`config.mk`:
```
export PLATFORM = sky130hd
export DESIGN_NAME = i2c_word_master
export DESIGN_NICKNAME = d
export VERILOG_FILES = /design/src/rtl/i2cw_pkg.sv /design/src/rtl/i2cw_tick_gen.sv /design/src/rtl/i2cw_xfer_fsm.sv /design/src/rtl/i2c_word_master.sv
export SDC_FILE = /design/constraint.sdc
export NUM_CORES = 1
export LEC_CHECK = 0
export BUFFER_PORTS_ARGS = -buffer_cell sky130_fd_sc_hd__clkbuf_2
export CAP_MARGIN = 20
export CORE_MARGIN = 2
export CORE_UTILIZATION = 50
export DETAILED_ROUTE_END_ITERATION = 16
export PLACE_DENSITY = 0.71
export SETUP_SLACK_MARGIN = 0.4
export SLEW_MARGIN = 30
export SYNTH_ARGS = -nofsm -noshare
export SYNTH_HDL_FRONTEND = slang
export SYNTH_SLANG_ARGS = --single-unit
```
`constraint.sdc`:
```
create_clock -name clk -period 2.8 [get_ports clk]
set_clock_uncertainty 0.2 [all_clocks]
set_input_delay 0.28 -clock clk [delete_from_list [all_inputs] [get_ports clk]]
set_output_delay 0.28 -clock clk [all_outputs]
set_load 0.1 [all_outputs]
```
`src/rtl/i2cw_pkg.sv`:
```
package i2cw_pkg;
    typedef enum logic [2:0] {
        S_IDLE, S_START, S_SEND, S_GETACK, S_RECV, S_PUTACK, S_STOP
    } xfer_state_e;

    localparam logic [2:0] ADR_CTRL = 3'd0;
    localparam logic [2:0] ADR_TIME = 3'd1;
    localparam logic [2:0] ADR_TADR = 3'd2;
    localparam logic [2:0] ADR_WDAT = 3'd3;
    localparam logic [2:0] ADR_RDAT = 3'd4;
    localparam logic [2:0] ADR_STAT = 3'd5;
    localparam logic [2:0] ADR_IEN  = 3'd6;
endpackage

```
`src/rtl/i2cw_tick_gen.sv`:
```
module i2cw_tick_gen #(
    parameter int PRESCALE = 8,
    parameter int DIV_W    = 10
) (
    input  logic             clk,
    input  logic             rst_n,
    input  logic [DIV_W-1:0] div,
    output logic             tick
);
    localparam int PW = (PRESCALE > 1) ? $clog2(PRESCALE) : 1;

    logic [PW-1:0]    pre_cnt;
    logic [DIV_W-1:0] div_cnt;
    logic             ce;

    assign ce   = (pre_cnt == PW'(PRESCALE - 1));
    assign tick = ce && (div_cnt >= div);

    always_ff @(posedge clk or negedge rst_n) begin
        if (!rst_n) begin
            pre_cnt <= '0;
            div_cnt <= '0;
        end else begin
            pre_cnt <= ce ? '0 : pre_cnt + 1'b1;
            if (ce) div_cnt <= tick ? '0 : div_cnt + 1'b1;
        end
    end
endmodule

```
`src/rtl/i2cw_xfer_fsm.sv`:
```
module i2cw_xfer_fsm
    import i2cw_pkg::*;
#(
    parameter int TMO_W = 7
) (
    input  logic             clk,
    input  logic             rst_n,
    input  logic             tick,
    input  logic             go,
    input  logic             dir_wr,
    input  logic [1:0]       wcnt,
    input  logic [1:0]       rcnt,
    input  logic [6:0]       taddr,
    input  logic [31:0]      wdata,
    input  logic             tmo_en,
    input  logic [TMO_W-1:0] tmo_len,
    input  logic             scl_i,
    input  logic             sda_i,
    output logic             scl_oe,
    output logic             sda_oe,
    output logic             busy,
    output logic             done_p,
    output logic             err_p,
    output logic [31:0]      rdata
);
    xfer_state_e      state;
    logic             hi, wr_q, addr_ph, fail;
    logic [2:0]       bitc;
    logic [1:0]       idx, last;
    logic [7:0]       sh;
    logic [31:0]      wbuf;
    logic [TMO_W:0]   stall;
    logic             bit_end, stalled;

    assign bit_end = tick && hi && scl_i;
    assign stalled = tick && hi && !scl_i;

    always_ff @(posedge clk or negedge rst_n) begin
        if (!rst_n) begin
            state <= S_IDLE; hi <= 1'b1; wr_q <= 1'b0; addr_ph <= 1'b0;
            fail <= 1'b0; bitc <= '0; idx <= '0; last <= '0; sh <= '0;
            wbuf <= '0; stall <= '0; done_p <= 1'b0; err_p <= 1'b0;
            rdata <= '0;
        end else begin
            done_p <= 1'b0;
            err_p  <= 1'b0;
            if (state != S_IDLE && state != S_START) begin
                if (tick && !hi) begin
                    hi    <= 1'b1;
                    stall <= '0;
                end else if (stalled) begin
                    stall <= stall + 1'b1;
                    if (tmo_en && stall >= {tmo_len, 1'b0}) begin
                        err_p <= 1'b1;
                        state <= S_IDLE;
                        hi    <= 1'b1;
                    end
                end else if (bit_end) begin
                    hi <= 1'b0;
                end
            end
            unique case (state)
                S_IDLE: begin
                    hi <= 1'b1;
                    if (go) begin
                        wr_q    <= dir_wr;
                        last    <= dir_wr ? wcnt : rcnt;
                        sh      <= {taddr, ~dir_wr};
                        wbuf    <= wdata;
                        rdata   <= '0;
                        idx     <= '0;
                        bitc    <= 3'd7;
                        addr_ph <= 1'b1;
                        fail    <= 1'b0;
                        state   <= S_START;
                    end
                end
                S_START: if (tick) begin
                    hi    <= 1'b0;
                    state <= S_SEND;
                end
                S_SEND: if (bit_end) begin
                    sh <= {sh[6:0], 1'b0};
                    if (bitc == 3'd0) state <= S_GETACK;
                    else bitc <= bitc - 1'b1;
                end
                S_GETACK: if (bit_end) begin
                    bitc <= 3'd7;
                    if (sda_i) begin
                        fail  <= 1'b1;
                        state <= S_STOP;
                    end else if (addr_ph && !wr_q) begin
                        addr_ph <= 1'b0;
                        state   <= S_RECV;
                    end else if (addr_ph || idx != last) begin
                        if (!addr_ph) idx <= idx + 1'b1;
                        addr_ph <= 1'b0;
                        sh      <= wbuf[7:0];
                        wbuf    <= wbuf >> 8;
                        state   <= S_SEND;
                    end else begin
                        state <= S_STOP;
                    end
                end
                S_RECV: if (bit_end) begin
                    sh <= {sh[6:0], sda_i};
                    if (bitc == 3'd0) begin
                        rdata[{idx, 3'b000} +: 8] <= {sh[6:0], sda_i};
                        state <= S_PUTACK;
                    end else begin
                        bitc <= bitc - 1'b1;
                    end
                end
                S_PUTACK: if (bit_end) begin
                    bitc <= 3'd7;
                    if (idx == last) state <= S_STOP;
                    else begin
                        idx   <= idx + 1'b1;
                        state <= S_RECV;
                    end
                end
                S_STOP: if (bit_end) begin
                    done_p <= !fail;
                    err_p  <= fail;
                    state  <= S_IDLE;
                end
                default: state <= S_IDLE;
            endcase
        end
    end

    always_comb begin
        scl_oe = (state != S_IDLE) && (state != S_START) && !hi;
        busy   = (state != S_IDLE);
        unique case (state)
            S_IDLE:   sda_oe = 1'b0;
            S_START:  sda_oe = 1'b1;
            S_SEND:   sda_oe = ~sh[7];
            S_GETACK: sda_oe = 1'b0;
            S_RECV:   sda_oe = 1'b0;
            S_PUTACK: sda_oe = (idx != last);
            S_STOP:   sda_oe = 1'b1;
            default:  sda_oe = 1'b0;
        endcase
    end
endmodule

```
`src/rtl/i2c_word_master.sv`:
```
module i2c_word_master
    import i2cw_pkg::*;
#(
    parameter int PRESCALE = 8,
    parameter int DIV_W    = 10,
    parameter int TMO_W    = 7
) (
    input  logic        clk,
    input  logic        rst_n,
    input  logic        reg_sel,
    input  logic        reg_wr,
    input  logic [2:0]  reg_addr,
    input  logic [31:0] reg_wdata,
    output logic [31:0] reg_rdata,
    input  logic        scl_i,
    output logic        scl_oe,
    input  logic        sda_i,
    output logic        sda_oe,
    output logic        irq
);
    localparam int TIM_W = DIV_W + TMO_W + 1;

    logic             en_q, go_q, dir_q;
    logic [1:0]       wcnt_q, rcnt_q, st_q, ie_q;
    logic [TIM_W-1:0] tim_q;
    logic [6:0]       tadr_q;
    logic [31:0]      wdat_q, rdat;
    logic             tick, busy, done_p, err_p, wr_en;
    logic [1:0]       clr;

    assign wr_en = reg_sel && reg_wr;
    assign clr   = (wr_en && reg_addr == ADR_STAT) ? reg_wdata[1:0] : 2'b00;

    always_ff @(posedge clk or negedge rst_n) begin
        if (!rst_n) begin
            en_q <= 1'b0; go_q <= 1'b0; dir_q <= 1'b0; wcnt_q <= '0;
            rcnt_q <= '0; st_q <= '0; ie_q <= '0; tim_q <= '0;
            tadr_q <= '0; wdat_q <= '0;
        end else begin
            go_q <= 1'b0;
            if (wr_en) begin
                unique case (reg_addr)
                    ADR_CTRL: begin
                        en_q   <= reg_wdata[31];
                        go_q   <= reg_wdata[6];
                        dir_q  <= reg_wdata[4];
                        wcnt_q <= reg_wdata[3:2];
                        rcnt_q <= reg_wdata[1:0];
                    end
                    ADR_TIME: tim_q  <= reg_wdata[TIM_W-1:0];
                    ADR_TADR: tadr_q <= reg_wdata[7:1];
                    ADR_WDAT: wdat_q <= reg_wdata;
                    ADR_IEN:  ie_q   <= reg_wdata[1:0];
                    default:  ;
                endcase
            end
            st_q[0] <= err_p  || (st_q[0] && !clr[0]);
            st_q[1] <= done_p || (st_q[1] && !clr[1]);
        end
    end

    assign irq = |(st_q & ie_q);

    always_comb begin
        unique case (reg_addr)
            ADR_CTRL: reg_rdata = {en_q, 24'b0, go_q, 1'b0, dir_q, wcnt_q, rcnt_q};
            ADR_TIME: reg_rdata = {{(32-TIM_W){1'b0}}, tim_q};
            ADR_TADR: reg_rdata = {24'b0, tadr_q, 1'b0};
            ADR_WDAT: reg_rdata = wdat_q;
            ADR_RDAT: reg_rdata = rdat;
            ADR_STAT: reg_rdata = {30'b0, st_q};
            ADR_IEN:  reg_rdata = {30'b0, ie_q};
            default:  reg_rdata = '0;
        endcase
    end

    i2cw_tick_gen #(.PRESCALE(PRESCALE), .DIV_W(DIV_W)) i_tick (
        .clk(clk), .rst_n(rst_n), .div(tim_q[TIM_W-1 -: DIV_W]), .tick(tick)
    );

    i2cw_xfer_fsm #(.TMO_W(TMO_W)) i_fsm (
        .clk(clk), .rst_n(rst_n), .tick(tick),
        .go(go_q && en_q && !busy), .dir_wr(dir_q), .wcnt(wcnt_q), .rcnt(rcnt_q),
        .taddr(tadr_q), .wdata(wdat_q), .tmo_en(tim_q[TMO_W]),
        .tmo_len(tim_q[TMO_W-1:0]), .scl_i(scl_i), .sda_i(sda_i),
        .scl_oe(scl_oe), .sda_oe(sda_oe), .busy(busy), .done_p(done_p),
        .err_p(err_p), .rdata(rdat)
    );
endmodule

```
# --- Word level (Yosys, flattened, before mapping) ---
# Cells that the tools add are included.
totals:
  register_bits: 177
  in_bits: 41
  out_inout_bits: 35
  elab_cells: 210
op_classes:
  add_sub_neg: 6
  order_cmp: 2
  n_eq_ne: 32
  n_shift: 2
  muxes: 86
  n_bitwise: 3
  reduce_logical: 53
ops:
  columns: ["op", "n"]
  rows:
  - ["$mux 32", 8]
  - ["$pmux 32 s7", 1]
  - ["$pmux 32 s2", 2]
  - ["$mux 8", 9]
  - ["$mux 3", 21]
  - ["$bwmux 32", 1]
  - ["$pmux 8 s4", 1]
  - ["$shift 8x7->32 const A", 1]
  - ["$shiftx 8x7->32", 1]
  - ["$mux 1", 24]
  - ["$mux 2", 11]
  - ["$eq 3x3->1 const B", 7]
  - ["$pmux 3 s7", 1]
  - ["$ne 2x1->1 const B", 9]
  - ["$logic_and 1x1->1", 15]
  - ["$reduce_and 2->1", 7]
  - ["$eq 3x2->1 const B", 4]
  - ["$ne 2x2->1 const B", 6]
  - ["$add 10x1->10 const B", 1]
  - ["$ge 10x10->1", 1]
  - ["$mux 10", 1]
  - ["$reduce_and 5->1", 2]
  - ["$logic_not 3->1", 3]
  - ["$pmux 3 s3", 1]
  - ["other kinds (25)", 46]

# --- Longest topological paths before layout ---
# Gate-level depths: netlist of the first run.
depth:
  ltp_word: 10
  ltp_mapped: 10
  depth_no_buf: 9

# --- Modules after synthesis ---
# Synthesis of the first run repeated with hierarchy kept, for this count alone.
unflattened:
  cells_unflattened: 929
  hier_area_um2: 9843.2
modules_own_cells:
  columns: ["mod", "n_inst", "cells_each", "area_each_um2", "seq_area_each_um2"]
  rows:
  - ["i2cw_xfer_fsm", 1, 567, 5537.8, 2403.6]
  - ["i2c_word_master", 1, 271, 3422.0, 1701.6]
  - ["i2cw_tick_gen", 1, 91, 883.3, 325.3]

# --- Least setup slack after synthesis of the first run ---
# Ideal clock, no wire load.
synth_path:
  kind: "input to output"
  start: "input reg_addr[1]"
  end: "output reg_rdata[10]"
  t_arrival_ps: 3532
  required_time_ps: 2320
  slack_ps: -1212
  cell_stages: 5
  path_buffers: 3
  path_cell_list: "buf_2 -> clkbuf_1 -> clkbuf_1 -> mux2i_1 -> o21ai_0"
synth_via:
  elab_chain_len: 2
  word_cells_on_any_way: 8
  cone_classes: "eq/ne: 6; mux: 1; reduce/logical: 1"
synth_rtl:
  columns: ["item", "line_no", "source"]
  rows:
  - ["start, declared", "i2c_word_master.sv:12", "input logic [2:0] reg_addr,"]
  - ["$eq 3x3->1 (tied with other cells)", "i2c_word_master.sv:65", "unique case (reg_addr)"]
  - ["$pmux 32 s7 (*)", "i2c_word_master.sv:65", null]
  - ["end, declared", "i2c_word_master.sv:14", "output logic [31:0] reg_rdata,"]
# Every way passes the cells marked *; elsewhere a longest branch is shown, timed or not.

# --- Worst setup path after layout of the first run ---
layout_path:
  start: "register i_tick.div_cnt[7]"
  end: "register i_fsm.stall[2]"
layout_via:
  elab_chain_len: 6
  word_cells_on_any_way: 8
  cone_classes: "order compare: 1; mux: 1; reduce/logical: 6"
layout_rtl:
  columns: ["item", "line_no", "source"]
  rows:
  - ["start, declared", "i2cw_tick_gen.sv:13", "logic [DIV_W-1:0] div_cnt;"]
  - ["start signal, assigned", "i2cw_tick_gen.sv:25", "if (ce) div_cnt <= tick ? '0 : div_cnt + 1'b1;"]
  - ["$ge 10x10->1 (*)", "i2cw_tick_gen.sv:17", "assign tick = ce && (div_cnt >= div);"]
  - ["$logic_and 1x1->1 (*)", "i2cw_tick_gen.sv:17", null]
  - ["$logic_and 1x1->1 (2 in a row)", "i2cw_xfer_fsm.sv:36", "assign stalled = tick && hi && !scl_i;"]
  - ["$reduce_bool 2->1 (no line)", null, null]
  - ["$reduce_and 2->1 (no line)", null, null]
  - ["end signal, assigned", "i2cw_xfer_fsm.sv:52", "stall <= stall + 1'b1;"]
  - ["end, declared", "i2cw_xfer_fsm.sv:32", "logic [TMO_W:0] stall;"]
# Marked as above.
# A chain may end at the register's enable or synchronous reset.

==> impl_metrics.tcl, run 1 <==
set metrics [dict create \
    status "completed" \
    initial_antenna_violation_count 1 \
    htreeDepth 4 \
    post-synth-top-area-cell "dfrtp_1" \
    end_of_flow_core_utilization_pct 68.83 \
    die-width_um 138.8 \
    floorplan.initialDensity_pct 50.76 \
    regToRegStartpoint "i_tick.div_cnt[7]" \
    die_h_um 138.8 \
    timing.critical_path.buf_inv 1 \
    max_cap_viol 0 \
    cp_top_family "compound AO/OA/AOI/OAI gates" \
    dr.pass1.iters 6 \
    relative_slew_slack_pct 49.28 \
    numPortBuffers 75 \
    cp_num_cells 9 \
    dpl_cell_area_um2 10710 \
    post_drt_via_cell_ratio 5.965 \
    post_synth_main_area_contributors "dfrtp_1 (48%), mux2_2 (10%), nand2_1 (6.8%)" \
    synth.area.mux_share_pct 13.85 \
    worst_hold_slack_ns 0.1098 \
    largest_family_of_logic_cells_by_synthesized_area "compound AO/OA/AOI/OAI gates" \
    post-route-period-util_pct 97.56 \
    avgSynthCellArea_um2 10.47 \
    cts_tree "built" \
    vias 7629 \
    timing.critical_path.to_type "flop" \
    synth_xor_area_share_pct 0.6747 \
    all_layer_gr_usage_pct 26.86 \
    grt_max_degree 76 \
    wl_per_cell_um 20.78 \
    synth_adder_area_share_pct 4.268 \
    rr_worst_depth 9 \
    number_of_violations_reported_at_the_end_of_detailed_routing_iteration_0 779 \
    ys_seq_area_share_pct 48.75 \
    core_area_um2 17900 \
    design_area_um2 12320 \
    slew_violations 0 \
    number_of_clock_sinks 177 \
    antenna_violating_nets_post_route 0 \
    post-dp-hpwl_mm 17.78 \
    number_of_buffers_added_by_the_clock_tree_synthesis_step 17 \
    cpPeakStageDelay_ns 0.42 \
    area_enclosed_by_the_die_boundary_um2 19270 \
    reg2reg_to "i_fsm.stall[2]" \
    vdd_drop_max_v 0.0005617 \
    cts_root_buffer "clkbuf_16" \
    gate_count_post_synth 868 \
    filler_cell_count 1280 \
    hold_class "primary input to flop" \
    final_layout_size_suffix_gt1_share_pct 35.43 \
    ff_latch_count_synth 177 \
    wl_mm 26.58 \
    worst-setup-path-type "flop to flop" \
    routed-wl-met3_mm 1.906 \
    gp_congestion 0.9668 \
    critical-path-top-cell-by-count "o211ai_1" \
    layout_stage_area_growth_over_the_synthesis_result_pct 35.59 \
    diodes 0 \
    yosys.cell_types.count 64 \
    synth_compound_gate_area_share_pct 15.61 \
    crit_start "i_tick.div_cnt[7]" \
    met1Wirelength_mm 11.29 \
    postLayoutSetupSlackWorst_ns 0.06833 \
    detail_route.drc_violations 0 \
    timing.critical_path.from_type "flop" \
    clkTransAtPathRegs_ns 0.07 \
    grt_pass1_wl_mm 40.35 \
    p_total_mw 8.892 \
    postSynthNetCount 940 \
    top_achievable_clock_speed_mhz 366.1 \
    final.setup.tns_ns 0 \
    wl_met2_mm 12.60 \
    post-synth-top-count-cell "dfrtp_1" \
    rsz_0062_raised_after_global_routing "yes" \
    share_of_flip_flops_with_an_asynchronous_set_or_reset_after_synthesis_pct 100.0 \
    yosys_warnings 0 \
    worst_skew_pair.late_latency_ns 0.45 \
    hold_viol_final 0 \
    critPathMaxFanout 10 \
    synth-main-ff-cell "dfrtp_1" \
    sequential_cell_area_um2 4436 \
    design.final.nets 1109 \
    clock_path_buffers 2 \
    topRoutingLayerUsed "met5" \
    total_leakage_power_nw 5.666 \
    crit_path_end "i_fsm.stall[2]" \
    grt_pass1_vias 7320 \
    layout_min_cycle_time_ns 2.732 \
    multi_input_area_um2 4880 \
    preCtsSetupSlack_ns -0.01076 \
    synth.top_cells.by_count "dfrtp_1 (176), nand2_1 (164), mux2_2 (83)" \
    ios 76 \
    grt-ovfl-total 0 \
    cp_cell_sequence "ha_4 > a211o_1 > o211ai_1 > o311ai_1 > o211ai_1 > buf_4 > nor2_1 > mux2_2 > a22o_1" \
    tightest_slew_ns 0.7608 \
    final_cell_count_no_fill 1279 \
    critical_path.slowest_cell "dfrtp_1" \
    syn_area_um2 9087 \
    power.density_cell_area_nw_per_um2 721.6 \
    synth_edf_count 0 \
    regToRegSetupSlack_ns 0.07 \
    synth.top_cell.area_share_pct 48.46 \
    placed_cell_count 1185 \
    rows 49 \
    worstPathArrival_ns 2.86 \
    setup_viol 0 \
    yosys.area_share.simple_pct 13.33 \
    timing.critical_path.required_ns 2.93 \
]
==> flip-flops by register name, indices dropped and copies added (netlist names), 7 cells and up <==
register	cells
tim_q	18
i_fsm.wbuf	32
i_fsm.sh	8
wdat_q	32
i_fsm.stall	8
tadr_q	7
i_tick.div_cnt	10
i_fsm.rdata	32
==> cell usage in the layout (no fill, tap or decap), types with 4 or more instances in the layout <==
master,synthesis,layout
dfrtp_1,176,172
nand2_1,164,163
mux2_2,83,74
buf_4,2,64
a22o_1,52,42
clkbuf_2,0,40
o21ai_0,63,36
buf_12,0,35
inv_1,41,34
dlygate4sd3_1,0,33
nor2_1,29,28
ha_1,31,21
mux2i_1,20,20
nand3_1,21,20
clkbuf_16,0,19
a21oi_1,21,16
o21ai_2,0,11
a22o_2,0,10
ha_4,0,10
buf_6,0,10
nand4_1,9,9
o21ai_1,1,9
mux2_4,0,9
o21ai_4,0,8
o31ai_1,10,8
inv_2,0,7
a21o_1,7,7
a22oi_1,7,7
clkinv_8,0,7
and2_1,5,5
mux4_2,5,5
nor2b_1,7,5
nor3_1,8,5
xor2_1,4,4
dfrtp_2,0,4
clkbuf_4,0,4
==> where the power goes <==
group          switching, mW  total (mW)  leakage, nW  internal [mW]
Clock                   1.19        2.50        0.308           1.30
Sequential             0.526        3.61         2.23           3.09
Combinational           1.44        2.79         3.13           1.34
==> cell families (layout without fill, tap and decap cells) <==
family,after synthesis,in the layout
flops,177,177
buf+inv,82,264
simple gates,265,265
fa+ha+maj,31,31
mux,109,109
xor+xnor,7,7
compound gates,197,197
==> layer usage <==
metal	track usage, %	vias to the layer above
met5	0	-
met4	8.931	2
met3	5.490	63
met2	41.79	323
met1	37.99	3786
li1	-	3455
==> worst min-delay path by stage <==
stage / endpoint / from / slack (ns) / cells after the start
after floorplan: dir_q / rst_n / -0.22 / 0
after global placement: i_fsm.stall[2] / rst_n / 0.15 / 1
after detailed placement: i_fsm.stall[2] / rst_n / 0.15 / 1
after CTS: i_fsm.rdata[0] / sda_i / 0.07 / 2
after global routing: i_fsm.rdata[0] / sda_i / 0.1 / 2
final: i_fsm.rdata[0] / sda_i / 0.11 / 2
==> area by class of cell <==
type	count	share of cell area (%)
flip-flops and latches	177	36.00
repair buffers	190	15.62
well taps	229	2.325
clock inverters	15	1.726
multi-input cells	609	39.60
inverters	42	1.279
clock buffers	17	3.452
==> what timing repair did <==
item                       in CTS  in global routing
hold endpoints to repair      137                  0
setup endpoints to repair      98                 98
cloned                          0                  1
setup buffers                  16                 12
pin swaps                       8                 34
hold buffers                   33                  0
resized for setup              40                 51
No activity file was read; power rests on OpenSTA's default activity.
==> inputs of run 2 (changes only) <==
CORE_UTILIZATION = 25   (was 50)
HOLD_SLACK_MARGIN = 0.08   (was unset)
PLACE_DENSITY = unset   (was 0.71)
==> impl_metrics.tcl, run 2 (synthesized netlist as in run 1, its figures left out) <==
set metrics [dict create \
    die_h_um 194.7 \
    routed-wl-met3_mm 1.519 \
    violations_in_the_final_reports "setup timing" \
    detail_route.drc_violations 0 \
    core_area_um2 35660 \
    setup_viol 64 \
    worst_skew_pair.late_latency_ns 0.44 \
    final_common_cell "dfrtp_1" \
    final_layout_size_suffix_gt1_share_pct 38.43 \
    layout_min_cycle_time_ns 2.916 \
    hold_viol_final 0 \
    clock_path_buffers 2 \
    htreeDepth 4 \
    relative_slew_slack_pct 64.18 \
    worstPathArrival_ns 3.03 \
    p_total_mw 8.867 \
    cts_root_buffer "clkbuf_16" \
    rsz_0062_raised_after_global_routing "yes" \
    power.density_cell_area_nw_per_um2 684.9 \
    total_leakage_power_nw 5.826 \
    design.final.nets 1131 \
    topRoutingLayerUsed "met4" \
    number_of_clock_sinks 177 \
    grt_pass1_wl_mm 42.90 \
    area_enclosed_by_the_die_boundary_um2 37890 \
    max_cap_viol 0 \
    ios 76 \
    all_layer_gr_usage_pct 14.56 \
    met1Wirelength_mm 12.86 \
    clkTransAtPathRegs_ns 0.07 \
    wl_met2_mm 13.08 \
    grt_max_degree 93 \
    timing.critical_path.to_type "flop" \
    hold_class "primary input to flop" \
    design_area_um2 12950 \
    worst-setup-path-type "flop to flop" \
    numPortBuffers 75 \
    slew_violations 0 \
    number_of_buffers_added_by_the_clock_tree_synthesis_step 17 \
    grt_pass1_vias 7430 \
    cts_tree "built" \
    timing.critical_path.from_type "flop" \
    worst_hold_slack_ns 0.1429 \
    postLayoutSetupSlackWorst_ns -0.1163 \
    layout_stage_area_growth_over_the_synthesis_result_pct 42.48 \
    vdd_drop_max_v 0.0005439 \
    die-width_um 194.7 \
    post-dp-hpwl_mm 19.95 \
    dr.pass1.iters 5 \
    largest_registers "i_fsm.rdata: 32 flops, i_fsm.wbuf: 32 flops, wdat_q: 32 flops" \
    timing.critical_path.required_ns 2.92 \
    cp_cell_sequence "ha_4 > nand4_4 > o311a_4 > buf_4 > a21oi_4 > a31oi_4 > nor2_4 > clkbuf_16 > mux2_2" \
    tightest_slew_ns 0.5373 \
    status "complete, but fails checks" \
    post_drt_via_cell_ratio 4.902 \
    gp_congestion 0.8728 \
    wl_per_cell_um 18.18 \
    number_of_violations_reported_at_the_end_of_detailed_routing_iteration_0 692 \
    dpl_cell_area_um2 11090 \
    rows 69 \
    final_cell_mix "dfrtp_1 (174), nand2_1 (159), buf_4 (77), mux2_2 (56), a22o_1 (42)" \
    initial_antenna_violation_count 1 \
    grt-ovfl-total 0 \
    floorplan.initialDensity_pct 25.49 \
    critical_path.slowest_cell "dfrtp_1" \
    wl_mm 27.89 \
    post-route-period-util_pct 104.2 \
    critPathMaxFanout 6 \
    antenna_violating_nets_post_route 0 \
    top_achievable_clock_speed_mhz 342.9 \
    vias 7520 \
    cpPeakStageDelay_ns 0.42 \
]
==> run 2: cell types whose count changed in the layout (fill, tap and decap cells not counted), moves of 5 or more <==
| cell | previous run | this run |
|---|---|---|
| clkinv_8 | 7 | 1 |
| mux2_4 | 9 | 28 |
| buf_6 | 10 | 18 |
| buf_4 | 64 | 77 |
| mux2_2 | 74 | 56 |
| nor2_1 | 28 | 23 |
| nor2_4 | 2 | 8 |
==> run 2: worst max-delay path, delay by kind of cell, from the launching register on <==
family | cells | cell delay, ns
compound gates | 3 | 0.77
flops | 1 | 0.42
simple gates | 2 | 0.39
buf+inv | 2 | 0.37
mux | 1 | 0.32
fa+ha+maj | 1 | 0.30
==> run 2: per-layer routing <==
metal  GRT usage (%)  vias to the layer above
li1                -                     3489
met1           20.07                     3781
met2           23.24                      221
met3           3.123                       29
met4           3.618                        0
met5               0                        -
==> run 2: per-stage QoR <==
| stage | std cells | setup slack, ns | utilization [%] | TNS (ns) |
|---|---|---|---|---|
| floorplan | 868 | -0.07070 | - | -0.5056 |
| global placement | 1430 | -0.02523 | 31.10 | -0.1897 |
| detailed placement | 1430 | -0.06622 | 31.10 | -1.257 |
| CTS | 1514 | -0.04706 | 34.82 | -0.6712 |
| global route | 1533 | -0.1716 | 36.31 | -7.028 |
| finish | 1534 | -0.1163 | 36.31 | -3.371 |
==> run 2: where the power goes <==
| part | internal (mW) | total [mW] | switching [mW] |
|---|---|---|---|
| registers | 3.09 | 3.62 | 0.533 |
| logic | 1.49 | 2.93 | 1.44 |
| clock network | 1.18 | 2.31 | 1.14 |
| total | 5.75 | 8.87 | 3.11 |
==> run 2: final timing paths <==
path	depth (start not counted)	from	endpoint	slack, ns
max in group asynchronous	3	rst_n	i_tick.div_cnt[3]	1.43
worst min-delay path	4	reg_wr	st_q[1]	0.14
min in group asynchronous	3	rst_n	i_tick.div_cnt[9]	0.23
worst max register to register	9	i_tick.div_cnt[8]	i_fsm.wbuf[2]	-0.12
worst min register to register	1	i_tick.pre_cnt[0]	i_tick.pre_cnt[0]	0.23
worst max-delay path	9	i_tick.div_cnt[8]	i_fsm.wbuf[2]	-0.12
==> run 2: timing repair <==
action / CTS / global route
gates resized for setup: 65 / 82
setup endpoints to repair: 97 / 106
gates cloned: 0 / 3
pin swaps: 15 / 34
setup buffers: 17 / 16
hold endpoints to repair: 246 / 0
hold buffers: 35 / 0
==> run 2: cell type report <==
type                       instances  area, um2
antenna                            1      2.502
clock buffer                      17      425.4
clock inverter                    15      141.4
fill                            3474      22710
inverter                          42      161.4
multi-input combinational        609       5067
sequential                       177       4433
tap                              461      576.8
timing repair buffer             212       2140
